**src/rtl/dma_chan_regs.sv**
```systemverilog
module dma_chan_regs #(
  parameter int ADDR_W = 6
) (
  input  logic              clk,
  input  logic              rst_n,
  input  logic              wr_en,
  input  logic [ADDR_W-1:0] wr_addr,
  input  logic [31:0]       wr_data,
  input  logic [ADDR_W-1:0] rd_addr,
  output logic [31:0]       rd_data,
  input  logic              hw_stb,
  input  logic [7:0]        hw_mask,
  input  logic [7:0]        hw_val,
  input  logic              eng_active,
  output logic              run,
  output logic              pause,
  output logic              flush,
  output logic              wake,
  output logic              dead,
  output logic              int_cond,
  output logic              br_cond,
  output logic              wait_cond,
  output logic [31:0]       cmd_ptr,
  output logic [31:0]       cmd_ptr_hi
);
  localparam int NSEL = 3;
  localparam logic [ADDR_W-1:0] OFF_CTRL = ADDR_W'(0);
  localparam logic [ADDR_W-1:0] OFF_STAT = ADDR_W'(4);
  localparam logic [ADDR_W-1:0] OFF_CPHI = ADDR_W'(8);
  localparam logic [ADDR_W-1:0] OFF_CP   = ADDR_W'(12);
  localparam int SEL_BASE = 16;

  logic [4:0]  rs_q;
  logic [7:0]  dev_q, dev_d;
  logic [31:4] cp_q;
  logic [31:0] cph_q;
  logic [NSEL-1:0][7:0] sel_m_q, sel_v_q;
  logic [NSEL-1:0] cond;
  logic [15:0] status_w;

  wire        ctl_wr = wr_en && (wr_addr == OFF_CTRL);
  wire [15:0] wm = wr_data[31:16];
  wire [15:0] wv = wr_data[15:0];

  always_comb begin
    dev_d = dev_q;
    if (hw_stb) dev_d = (dev_d & ~hw_mask) | (hw_val & hw_mask);
    if (ctl_wr) dev_d = (dev_d & ~wm[7:0]) | (wv[7:0] & wm[7:0]);
  end

  always_ff @(posedge clk) begin
    if (!rst_n) begin
      rs_q  <= '0;
      dev_q <= '0;
      cp_q  <= '0;
      cph_q <= '0;
    end else begin
      dev_q <= dev_d;
      if (ctl_wr) rs_q <= (rs_q & ~wm[15:11]) | (wv[15:11] & wm[15:11]);
      if (wr_en && wr_addr == OFF_CP)   cp_q  <= wr_data[31:4];
      if (wr_en && wr_addr == OFF_CPHI) cph_q <= wr_data;
    end
  end

  for (genvar g = 0; g < NSEL; g++) begin : g_sel
    localparam logic [ADDR_W-1:0] OFF = ADDR_W'(SEL_BASE + 4 * g);
    always_ff @(posedge clk) begin
      if (!rst_n) begin
        sel_m_q[g] <= '0;
        sel_v_q[g] <= '0;
      end else if (wr_en && wr_addr == OFF) begin
        sel_m_q[g] <= wr_data[23:16];
        sel_v_q[g] <= wr_data[7:0];
      end
    end
    assign cond[g] = (dev_q & sel_m_q[g]) == sel_v_q[g];
  end

  assign status_w = {rs_q, eng_active, 2'b00, dev_q};

  always_comb begin
    rd_data = '0;
    if (rd_addr == OFF_STAT) rd_data = {16'h0, status_w};
    if (rd_addr == OFF_CPHI) rd_data = cph_q;
    if (rd_addr == OFF_CP)   rd_data = {cp_q, 4'h0};
    for (int i = 0; i < NSEL; i++)
      if (rd_addr == ADDR_W'(SEL_BASE + 4 * i))
        rd_data = {8'h0, sel_m_q[i], 8'h0, sel_v_q[i]};
  end

  assign {run, pause, flush, wake, dead} = rs_q;
  assign int_cond   = cond[0];
  assign br_cond    = cond[1];
  assign wait_cond  = cond[2];
  assign cmd_ptr    = {cp_q, 4'h0};
  assign cmd_ptr_hi = cph_q;
endmodule


```
**config.mk**
```make
export PLATFORM = sky130hd
export DESIGN_NAME = dma_chan_regs
export DESIGN_NICKNAME = d
export VERILOG_FILES = /design/src/rtl/dma_chan_regs.sv
export SDC_FILE = /design/constraint.sdc
export NUM_CORES = 1
export LEC_CHECK = 0
export ABC_AREA = 1
export BUFFER_PORTS_ARGS = -buffer_cell sky130_fd_sc_hd__buf_2
export CAP_MARGIN = 0
export CELL_PAD_IN_SITES_DETAIL_PLACEMENT = 1
export CELL_PAD_IN_SITES_GLOBAL_PLACEMENT = 1
export CORE_UTILIZATION = 33
export DETAILED_ROUTE_END_ITERATION = 8
export GPL_ROUTABILITY_DRIVEN = 1
export PLACE_DENSITY_LB_ADDON = 0.1
export SKIP_LAST_GASP = 1
export SYNTH_ARGS = -nofsm -noshare
export SYNTH_HDL_FRONTEND = slang
export SYNTH_SLANG_ARGS = --single-unit
```
**constraint.sdc**
```tcl
create_clock -name clk -period 1 [get_ports clk]
set_input_delay 0.05 -clock clk [delete_from_list [all_inputs] [get_ports clk]]
set_output_delay 0.05 -clock clk [all_outputs]
set_load 0.02 [all_outputs]
```
==> results of run 1 <==
Yosys cell counts (2+ instances only):
master	n	area share, %
sky130_fd_sc_hd__nor2_1	188	12
sky130_fd_sc_hd__nand2_1	157	10
sky130_fd_sc_hd__dfxtp_1	121	42
sky130_fd_sc_hd__o21ai_0	108	9.4
sky130_fd_sc_hd__a21oi_1	49	4.2
sky130_fd_sc_hd__nand3_1	45	3.9
sky130_fd_sc_hd__inv_1	38	2.5
sky130_fd_sc_hd__nand4_1	26	2.8
sky130_fd_sc_hd__buf_2	22	1.9
sky130_fd_sc_hd__xnor2_1	16	2.4
sky130_fd_sc_hd__clkbuf_1	14	0.91
sky130_fd_sc_hd__a22o_1	10	1.5
sky130_fd_sc_hd__buf_4	9	1.2
sky130_fd_sc_hd__nor2_2	8	0.87
sky130_fd_sc_hd__xor2_1	8	1.2
sky130_fd_sc_hd__nor2_4	5	0.97
sky130_fd_sc_hd__inv_2	3	0.19
sky130_fd_sc_hd__buf_1	2	0.13
sky130_fd_sc_hd__buf_6	2	0.39
sky130_fd_sc_hd__nand3_2	2	0.35
cell usage in the layout (no fill, tap or decap), types with 2 or more instances in the layout:
cell / count
sky130_fd_sc_hd__nor2_1: 169
sky130_fd_sc_hd__nand2_1: 128
sky130_fd_sc_hd__buf_4: 128
sky130_fd_sc_hd__o21ai_0: 108
sky130_fd_sc_hd__buf_6: 72
sky130_fd_sc_hd__dfxtp_2: 65
sky130_fd_sc_hd__buf_2: 63
sky130_fd_sc_hd__a21oi_1: 47
sky130_fd_sc_hd__dfxtp_1: 41
sky130_fd_sc_hd__inv_1: 30
sky130_fd_sc_hd__nand3_1: 30
sky130_fd_sc_hd__dlygate4sd3_1: 30
sky130_fd_sc_hd__nand4_1: 26
sky130_fd_sc_hd__nor2_2: 19
sky130_fd_sc_hd__clkbuf_16: 18
sky130_fd_sc_hd__nand3_2: 16
sky130_fd_sc_hd__nand2_2: 16
sky130_fd_sc_hd__dfxtp_4: 15
sky130_fd_sc_hd__buf_12: 14
sky130_fd_sc_hd__nor2_4: 13
sky130_fd_sc_hd__nand2_4: 13
sky130_fd_sc_hd__xnor2_1: 13
sky130_fd_sc_hd__a22o_1: 10
sky130_fd_sc_hd__inv_2: 8
sky130_fd_sc_hd__xor2_1: 7
sky130_fd_sc_hd__clkinv_4: 5
sky130_fd_sc_hd__conb_1: 4
sky130_fd_sc_hd__bufinv_16: 4
sky130_fd_sc_hd__xnor2_2: 3
sky130_fd_sc_hd__inv_4: 2
sky130_fd_sc_hd__a21oi_2: 2
sky130_fd_sc_hd__clkinvlp_4: 2
sky130_fd_sc_hd__clkinv_2: 2
worst max-delay path: cells and delay by family, from the launching register on:
family        cells  cell delay, ns
flops             1            0.39
xor+xnor          1            0.13
buf+inv           1            0.14
simple gates      4            0.46
power by group through the flow:
stage,combinational (mW),sequential (mW),clock (mW)
after floorplan,0.343,5.03,0
after global placement,0.831,5.02,0
after detailed placement,0.841,5.03,0
after CTS,1.02,4.91,6.76
after global routing,1.12,4.91,6.93
final,1.05,4.91,6.70
routing by layer:
layer  vias to the layer above  track usage (%)  part of all wire [%]
met5                         -                0                     0
met4                         0            7.615                   1.2
met3                        26            5.367                   4.5
met2                       171            49.34                    50
met1                      3339            35.49                    44
li1                       3289                -                     -
stage by stage:
step	power [mW]	setup slack [ns]
final	12.66	-0.5755
after detailed placement	5.866	-0.3224
after global routing	12.96	-0.6690
after global placement	5.855	-0.2870
after CTS	12.69	-0.6077
after floorplan	5.374	-0.006284
registers in the layout, summed over array words and instances, names as in the netlist, named ones only:
signal      flops
cmd_ptr_hi     32
cp_q           28
sel_m_q        24
sel_v_q        24
dev_q           8
cell type report:
type	count	area (µm²)
clock buffers	18	439.2
clock inverters	14	197.7
inverters	41	166.4
multi-input cells	629	3311
repair buffers	310	2735
fillers	2140	7483
flip-flops and latches	121	2560
well taps	225	281.5
diodes	1	2.502
worst max path at each step:
| stage | endpoint | startpoint | depth (start not counted) |
|---|---|---|---|
| 6_report | int_cond | dev_q[7] | 6 |
| 5_1_grt | wait_cond | dev_q[7] | 6 |
| 4_1_cts | int_cond | dev_q[6] | 6 |
| 3_5_place_dp | cp_q[31] | wr_addr[5] | 7 |
| 3_3_place_gp | rd_data[3] | rd_addr[4] | 8 |
| 2_1_floorplan | rd_data[1] | rd_addr[5] | 9 |
cells by family (layout without fill, tap and decap cells):
logic type	Yosys count	after routing
buf+inv	90	383
other cells	1	5
flops	121	121
xor+xnor	24	24
compound gates	167	167
simple gates	434	434
what timing repair did:
action | CTS | global route
hold buffers | 30 | 0
setup buffers | 11 | 4
endpoints found under the hold margin | 76 | 0
pin swaps | 53 | 41
resized for setup | 255 | 110
endpoints found under the setup margin | 93 | 84
gates cloned | 2 | 0
==> metrics.yaml, run 1 <==
run_status:
  run_status: "complete, but fails checks"
  violations: "negative setup slack"
route:
  post_drt_wl_per_cell_um: 18.48
  detailroute.via_count: 6825
  antenna_violating_nets_post_route: 0
  drtPass1Iterations: 4
  route.detailed.vias_per_inst: 5.022
  routed_wl_mm: 25.12
  count_of_routing_violations_after_the_opening_detailed_route_iteration: 299
  remaining_drc_errors: 0
critical_path:
  slowest_delay_ns: 0.39
  crit_path_end_kind: "output pin"
  worst-endpoint-arrival_ns: 1.53
  crit_path_cell_trace: "nand2_4, xnor2_2, nor2_2, nand3_1, nor2_2, buf_6"
  worst_setup_path_start_kind: "flip-flop"
  r2r_end: "dev_q[4]"
  r2r_start: "dev_q[4]"
  ff2ff_path_depth: 6
  cpMostUsedCell: "sky130_fd_sc_hd__nor2_2"
  timing.reg2reg.setup_slack_ns: 0.04
  criticalPathCategory: "reg2out"
  path_max_fanout: 5
  critPathRequiredTime_ns: 0.95
  worst_path_max_delay_cell: "sky130_fd_sc_hd__dfxtp_4"
floorplan:
  fp.dieArea_mm2: 0.01804
  initial_core_util_pct: 33.63
  rows: 48
  core_box_area_mm2: 0.01718
  fp.dieH_um: 134.3
  top_level_ports: 169
  chipWidth_um: 134.3
run:
  timing.max_cap.violations: 0
logic_synthesis:
  postSynth.topFlopCell: "sky130_fd_sc_hd__dfxtp_1"
  synth_warnings: 0
  post_synth_mux_area_share_pct: 0
  synthesis.area_mm2: 0.005777
  async_flop_share_pct: 0
  dominant_combinational_cell_family_by_area_after_synthesis: "simple AND/OR/NAND/NOR gates"
  yosys_register_bits: 121
  area_share_of_xor_xnor_cells_in_the_synthesized_design_pct: 3.639
  synthesis.instances: 837
  yosysUniqueCellTypes: 24
  ys_seq_area_share_pct: 41.93
  synth_simple_gate_area_share_pct: 32.08
  syn-mean-instance-area_um2: 6.902
  synthesized_area_fraction_occupied_by_ao_oa_aoi_and_oai_cells_pct: 15.12
  synth_enable_flop_cells: 0
  synth-adder-area-share_pct: 0
timing:
  fin_setup_tns_ns: -12.80
  clock.fmax_mhz: 634.7
  min_period_over_period_pct: 157.5
  timing.final.ws_setup_ns: -0.5755
  slew_violations: 0
  post-route-min-period_ns: 1.575
  setup_viol: 41
  finalHoldViolations: 0
  worst_clock_skew_ns: 0
  final.hold.worst_slack_ns: 0.01104
  rsz0062_at_grt: "true"
clock_network:
  cts_tree: "built"
  ctsHtreeMaxLevel: 4
  root_buffer: "sky130_fd_sc_hd__clkbuf_16"
  clock_latency_ns: 0.42
  count_of_clock_tree_sinks: 121
  clock_buffers_created_by_tritoncts: 17
  path_clk_slew_ns: 0.06
  clock_path_buffers: 2
cells_and_area:
  nets: 1185
  post_route_cells_drive_above_1_share_pct: 43.25
  fin_area_mm2: 0.009693
  areaGrowthSynthToFinish_pct: 67.79
  finished_layout_cells: 1359
  final_util_pct: 56.43
place:
  numPortBuffers: 164
  post-dp-hpwl_mm: 16.11
  dp.cells: 1284
  place.gp.congestion: 0.7626
  detailed_place.area_mm2: 0.007639
pwr:
  switch_share_pct: 24.43
  combPwrFrac_pct: 8.3
  p_int_mw: 9.564
  power.sequential.fraction_pct: 38.8
  p_per_area_mw_per_mm2: 1306
  p_leak_nw: 4.702
  clock_share_of_power_pct: 52.9
  p_switching_mw: 3.092
  worst_ir_drop_on_vdd_mv: 1.202
grt:
  number_of_global_route_vias_before_repair: 7224
  total_routing_usage_gr_pct: 28.30
  global_route.overflow_total: 0
  grt_antenna_before_repair: 1
  largest_net_degree_at_the_start_of_global_routing: 70
  grt_first_pass_wirelength_mm: 39.13
min_path:
  hold_path_class: "in2reg"
  cell_count_of_the_worst_hold_path: 5
  worstHoldEndpoint: "dev_q[6]"
  timing.hold.worst.start: "hw_val[6]"
Power figures use the tool's default switching activity.
==> run 2, diff against run 1 <==
- MAX_ROUTING_LAYER: default -> met4
==> metrics.yaml, run 2 (synthesized netlist as in run 1, its figures left out) <==
timing:
  worst_clock_skew_ns: 0  # unchanged
  clock.fmax_mhz: 633.7  # -0.17%
  timing.final.ws_setup_ns: -0.5781  # -0.002643 ns
  setup_viol: 41  # unchanged
  slew_violations: 0  # unchanged
  final.hold.worst_slack_ns: 0.008962  # -0.002078 ns
  finalHoldViolations: 0  # unchanged
  min_period_over_period_pct: 157.8  # +0.26 points
  post-route-min-period_ns: 1.578  # +0.002643 ns
  rsz0062_at_grt: "true"
critical_path:
  worstSetupStartpoint: "dev_q[7]"
  timing.critical_path.depth: 6  # unchanged
  cpMostUsedCell: "sky130_fd_sc_hd__nor2_2"
  slowest_delay_ns: 0.39  # about the same
  path_max_fanout: 5  # unchanged
  crit_path_end_kind: "output pin"
  worst_setup_path_start_kind: "flip-flop"
  criticalPathCategory: "reg2out"
  timing.reg2reg.setup_slack_ns: 0.05  # about the same
  r2r_end: "dev_q[4]"
  worst-endpoint-arrival_ns: 1.53  # about the same
  crit_end: "int_cond"
  worst_path_max_delay_cell: "sky130_fd_sc_hd__dfxtp_4"
  critPathRequiredTime_ns: 0.95  # about the same
  timing.critical_path.max_delay_family: "simple AND/OR/NAND/NOR gates"
  ff2ff_path_depth: 6  # unchanged
  critical_path.n_buffers_inverters: 1  # unchanged
  r2r_start: "dev_q[4]"
  crit_path_cell_trace: "nand2_4, xnor2_2, nor2_2, nand3_1, nor2_2, buf_6"
floorplan:
  core_box_area_mm2: 0.01718  # unchanged
  fp.dieH_um: 134.3  # unchanged
  top_level_ports: 169  # unchanged
  initial_core_util_pct: 33.63  # unchanged
  fp.dieArea_mm2: 0.01804  # unchanged
  rows: 48  # unchanged
  chipWidth_um: 134.3  # unchanged
route:
  drtPass1Iterations: 4  # unchanged
  count_of_routing_violations_after_the_opening_detailed_route_iteration: 225  # -25%
  detailroute.via_count: 6834  # +0.13%
  post_drt_wl_per_cell_um: 18.46  # -0.11%
  routed_wl_mm: 25.09  # -0.11%
  remaining_drc_errors: 0  # unchanged
  antenna_violating_nets_post_route: 0  # unchanged
  route.detailed.vias_per_inst: 5.029  # +0.13%
run:
  timing.max_cap.violations: 0  # unchanged
pwr:
  fin_total_pwr_mw: 12.64  # about the same
  p_switching_mw: 3.081  # -0.34%
  p_leak_nw: 4.702  # unchanged
  combPwrFrac_pct: 8.3  # about the same
  clock_share_of_power_pct: 52.9  # about the same
  p_per_area_mw_per_mm2: 1304  # about the same
  power.sequential.fraction_pct: 38.8  # about the same
  worst_ir_drop_on_vdd_mv: 1.214  # +0.95%
  switch_share_pct: 24.37  # -0.061 points
  p_int_mw: 9.563  # about the same
clock_network:
  ctsHtreeMaxLevel: 4  # unchanged
  clock_buffers_created_by_tritoncts: 17  # unchanged
  path_clk_slew_ns: 0.06  # about the same
  root_buffer: "sky130_fd_sc_hd__clkbuf_16"
  count_of_clock_tree_sinks: 121  # unchanged
  cts_tree: "built"
  clock_path_buffers: 2  # unchanged
  clock_latency_ns: 0.42  # about the same
run_status:
  run_status: "complete, but fails checks"
  violations: "negative setup slack"
grt:
  grt_antenna_before_repair: 1  # unchanged
  grt_first_pass_wirelength_mm: 39.08  # -0.12%
  number_of_global_route_vias_before_repair: 7230  # +0.083%
  largest_net_degree_at_the_start_of_global_routing: 70  # unchanged
  total_routing_usage_gr_pct: 29.12  # +0.82 points
  global_route.overflow_total: 0  # unchanged
place:
  post-dp-hpwl_mm: 16.11  # unchanged
  numPortBuffers: 164  # unchanged
  detailed_place.area_mm2: 0.007639  # unchanged
  place.gp.congestion: 0.7726  # +1.3%
  dp_slack_ns: -0.3224  # unchanged
cells_and_area:
  layout.cells.most_common: "sky130_fd_sc_hd__nor2_1"
  nets: 1185  # unchanged
  largest_register_ff_count: 32  # unchanged
  post_route_cells_drive_above_1_share_pct: 43.25  # unchanged
  fin_area_mm2: 0.009693  # unchanged
  layout_common_cells: "sky130_fd_sc_hd__nor2_1 (169), sky130_fd_sc_hd__nand2_1 (128), sky130_fd_sc_hd__buf_4 (128), sky130_fd_sc_hd__o21ai_0 (108), sky130_fd_sc_hd__buf_6 (72)"
  areaGrowthSynthToFinish_pct: 67.79  # unchanged
min_path:
  hold_path_class: "in2reg"
[run 2: cell counts in the layout (fill, tap and decap cells not counted)]
No cell type changed its count.
[run 2: per-stage QoR]
stage                     util (%)   TNS (ns)  instances
after floorplan                  -  -0.006284        840
after global placement       44.47     -29.90       1284
after detailed placement     44.47     -32.98       1284
after CTS                    54.69     -12.04       1357
after global routing         56.43     -15.13       1359
final                        56.43     -12.92       1359
[run 2: power groups by stage]
| stage | Clock (mW) | Sequential (mW) | Combinational [mW] |
|---|---|---|---|
| after floorplan | 0 | 5.03 | 0.343 |
| after global placement | 0 | 5.02 | 0.831 |
| after detailed placement | 0 | 5.03 | 0.841 |
| after CTS | 6.76 | 4.91 | 1.02 |
| after global routing | 6.93 | 4.91 | 1.12 |
| final | 6.69 | 4.91 | 1.05 |
[run 2: worst min path at each step]
| stage | startpoint | end | cells after the start |
|---|---|---|---|
| after floorplan | wr_data[16] | sel_m_q[16] | 2 |
| after global placement | wr_data[24] | cp_q[24] | 3 |
| after detailed placement | wr_data[24] | cp_q[24] | 3 |
| after CTS | wr_data[22] | cp_q[22] | 3 |
| after global routing | wr_data[6] | cp_q[6] | 3 |
| final | hw_val[6] | dev_q[6] | 5 |
[run 2: worst min-delay path, stage by stage]
cell and delay, ns:
sky130_fd_sc_hd__buf_2 0.07, sky130_fd_sc_hd__nand3_1 0.05, sky130_fd_sc_hd__nand2_1 0.06, sky130_fd_sc_hd__a21oi_1 0.03
sky130_fd_sc_hd__nor2_1 0.11
[run 2: what timing repair did]
action / 4_1_cts / 5_1_grt
endpoints found under the setup margin: 93 / 84
gates resized for setup: 255 / 110
hold endpoints to repair: 76 / 0
pin swaps: 53 / 41
cloned: 2 / 0
hold buffers: 30 / 0
setup buffers: 11 / 4
[run 2: final cells by class]
class	count	area (µm²)
Clock buffer	18	439.2
Multi-Input combinational cell	629	3311
Tap cell	225	281.5
Inverter	41	166.4
Sequential cell	121	2560
Antenna cell	1	2.502
Timing Repair Buffer	310	2735
Clock inverter	14	197.7
Fill cell	2140	7483
[run 2: per-layer routing]
metal | routed length (µm) | GRT usage, %
met3 | 1004 | 4.875
met2 | 12600 | 49.45
met4 | 320 | 7.615
met1 | 11170 | 35.63
met5 | 0 | -
==> run 3, diff against run 2 <==
- SKIP_LAST_GASP: 1 -> default
==> metrics.yaml, run 3 (synthesized netlist as in run 1, its figures left out) <==
cells_and_area:
  nets: 1186  # +0.084%
  post_route_cells_drive_above_1_share_pct: 43.39  # +0.14 points
  largest_register_ff_count: 32  # unchanged
  layout_common_cells: "sky130_fd_sc_hd__nor2_1 (168), sky130_fd_sc_hd__buf_4 (128), sky130_fd_sc_hd__nand2_1 (127), sky130_fd_sc_hd__o21ai_0 (108), sky130_fd_sc_hd__buf_6 (72)"
  areaGrowthSynthToFinish_pct: 68.01
  fin_area_mm2: 0.009706  # +0.13%
  final_util_pct: 56.51  # +0.073 points
  diodes: 0  # -1
  layout.cells.most_common: "sky130_fd_sc_hd__nor2_1"
pwr:
  p_per_area_mw_per_mm2: 1305  # about the same
  p_leak_nw: 4.708  # +0.12%
  fin_total_pwr_mw: 12.67  # +0.18%
  worst_ir_drop_on_vdd_mv: 1.206  # -0.69%
timing:
  min_period_over_period_pct: 158.3  # +0.51 points
  post-route-min-period_ns: 1.583  # +0.005109 ns
  rsz0062_at_grt: "true"
  setup_viol: 41  # unchanged
  worst_clock_skew_ns: 0  # unchanged
  timing.final.ws_setup_ns: -0.5832  # -0.005109 ns
  clock.fmax_mhz: 631.6  # -0.32%
  slew_violations: 0  # unchanged
  finalHoldViolations: 0  # unchanged
route:
  routed_wl_mm: 25.18  # +0.35%
  route.detailed.vias_per_inst: 5.076  # +0.94%
  post_drt_wl_per_cell_um: 18.53  # +0.35%
  drtPass1Iterations: 5  # +1
  remaining_drc_errors: 0  # unchanged
  antenna_violating_nets_post_route: 0  # unchanged
  count_of_routing_violations_after_the_opening_detailed_route_iteration: 269  # +20%
  detailroute.via_count: 6898  # +0.94%
clock_network:
  clock_latency_ns: 0.42  # about the same
  cts_tree: "built"
  root_buffer: "sky130_fd_sc_hd__clkbuf_16"
  count_of_clock_tree_sinks: 121  # unchanged
  path_clk_slew_ns: 0.06  # about the same
  clock_path_buffers: 2  # unchanged
  clock_buffers_created_by_tritoncts: 17  # unchanged
  ctsHtreeMaxLevel: 4  # unchanged
grt:
  grt_antenna_before_repair: 0  # -1
  largest_net_degree_at_the_start_of_global_routing: 70  # unchanged
  total_routing_usage_gr_pct: 29.13  # about the same
  number_of_global_route_vias_before_repair: 7265  # +0.48%
  grt_first_pass_wirelength_mm: 39.16  # +0.21%
  global_route.overflow_total: 0  # unchanged
critical_path:
  worst_path_max_delay_cell: "sky130_fd_sc_hd__dfxtp_4"
  r2r_end: "dev_q[4]"
  r2r_start: "dev_q[4]"
  ff2ff_path_depth: 6  # unchanged
  timing.reg2reg.setup_slack_ns: 0.06  # about the same
  worstSetupStartpoint: "dev_q[7]"
  worst_setup_path_start_kind: "flip-flop"
  slowest_delay_ns: 0.38  # about the same
  crit_path_cell_trace: "nand2_4, xnor2_2, nor2_2, nand3_1, nor2_2, buf_6"
  crit_end: "int_cond"
  cpMostUsedCell: "sky130_fd_sc_hd__nor2_2"
  crit_path_end_kind: "output pin"
  path_max_fanout: 5  # unchanged
  critPathRequiredTime_ns: 0.95  # about the same
  worst-endpoint-arrival_ns: 1.53  # about the same
  criticalPathCategory: "reg2out"
floorplan:
  rows: 48  # unchanged
  core_box_area_mm2: 0.01718  # unchanged
  fp.dieH_um: 134.3  # unchanged
  top_level_ports: 169  # unchanged
  fp.dieArea_mm2: 0.01804  # unchanged
  chipWidth_um: 134.3  # unchanged
  initial_core_util_pct: 33.63  # unchanged
run_status:
  run_status: "complete, but fails checks"
  violations: "negative setup slack"
place:
  place.gp.congestion: 0.7726  # unchanged
  detailed_place.area_mm2: 0.007639  # unchanged
  post-dp-hpwl_mm: 16.11  # unchanged
  numPortBuffers: 164  # unchanged
run:
  timing.max_cap.violations: 0  # unchanged
min_path:
  hold_path_class: "in2reg"
==> run 3: layout make-up <==
| cell class | count | area (µm²) |
|---|---|---|
| clock buffer | 18 | 439.2 |
| tap | 225 | 281.5 |
| sequential | 121 | 2560 |
| timing repair buffer | 311 | 2745 |
| inverter | 41 | 166.4 |
| multi-input combinational | 629 | 3316 |
| clock inverter | 14 | 197.7 |
| fill | 2147 | 7471 |
==> run 3: critical path, delay by kind of cell, from the launching register on <==
kind                   cells  cell delay, ns
AND/OR/NAND/NOR            4            0.46
flip-flops                 1            0.38
buffers and inverters      1            0.14
XOR/XNOR                   1            0.13
==> run 3: what timing repair did <==
item,4_1_cts,5_1_grt
gates resized for setup,257,110
gates cloned,2,0
setup buffers,11,4
hold endpoints to repair,76,0
setup endpoints to repair,93,83
pin swaps,57,42
hold buffers,31,0
==> run 3: power breakdown <==
part	total [mW]	internal (mW)	switching, mW
Sequential	4.91	4.84	0.0631
Clock	6.71	4.25	2.45
Combinational	1.05	0.472	0.582
Total	12.7	9.57	3.10
==> run 3: how the worst min path moves through the flow <==
stage | from | end | slack [ns] | cells after the start
floorplan | wr_data[16] | sel_m_q[16] | 0.18 | 2
global placement | wr_data[24] | cp_q[24] | 0.29 | 3
detailed placement | wr_data[24] | cp_q[24] | 0.30 | 3
CTS | wr_data[22] | cp_q[22] | 0.001 | 3
global route | wr_data[6] | cp_q[6] | 0.02 | 3
finish | hw_val[6] | dev_q[6] | 0.009 | 5
==> run 3: stage by stage <==
stage	setup WS, ns	instances	hold WS, ns	TNS [ns]
after floorplan	-0.006284	840	0.1849	-0.006284
after detailed placement	-0.3224	1284	0.2996	-32.98
after global routing	-0.6552	1359	0.02126	-15.04
final	-0.5832	1359	0.008547	-12.79
after CTS	-0.6077	1358	0.001216	-12.02
after global placement	-0.2870	1284	0.2918	-29.90
==> run 3: layer usage <==
layer  track usage (%)  share of wire [%]  up-vias
met5                 -                  0        -
met4             8.177                1.2        0
met3             5.064                4.2       29
met2             49.31                 50      188
met1             35.46                 44     3386
li1                  -                  -     3295
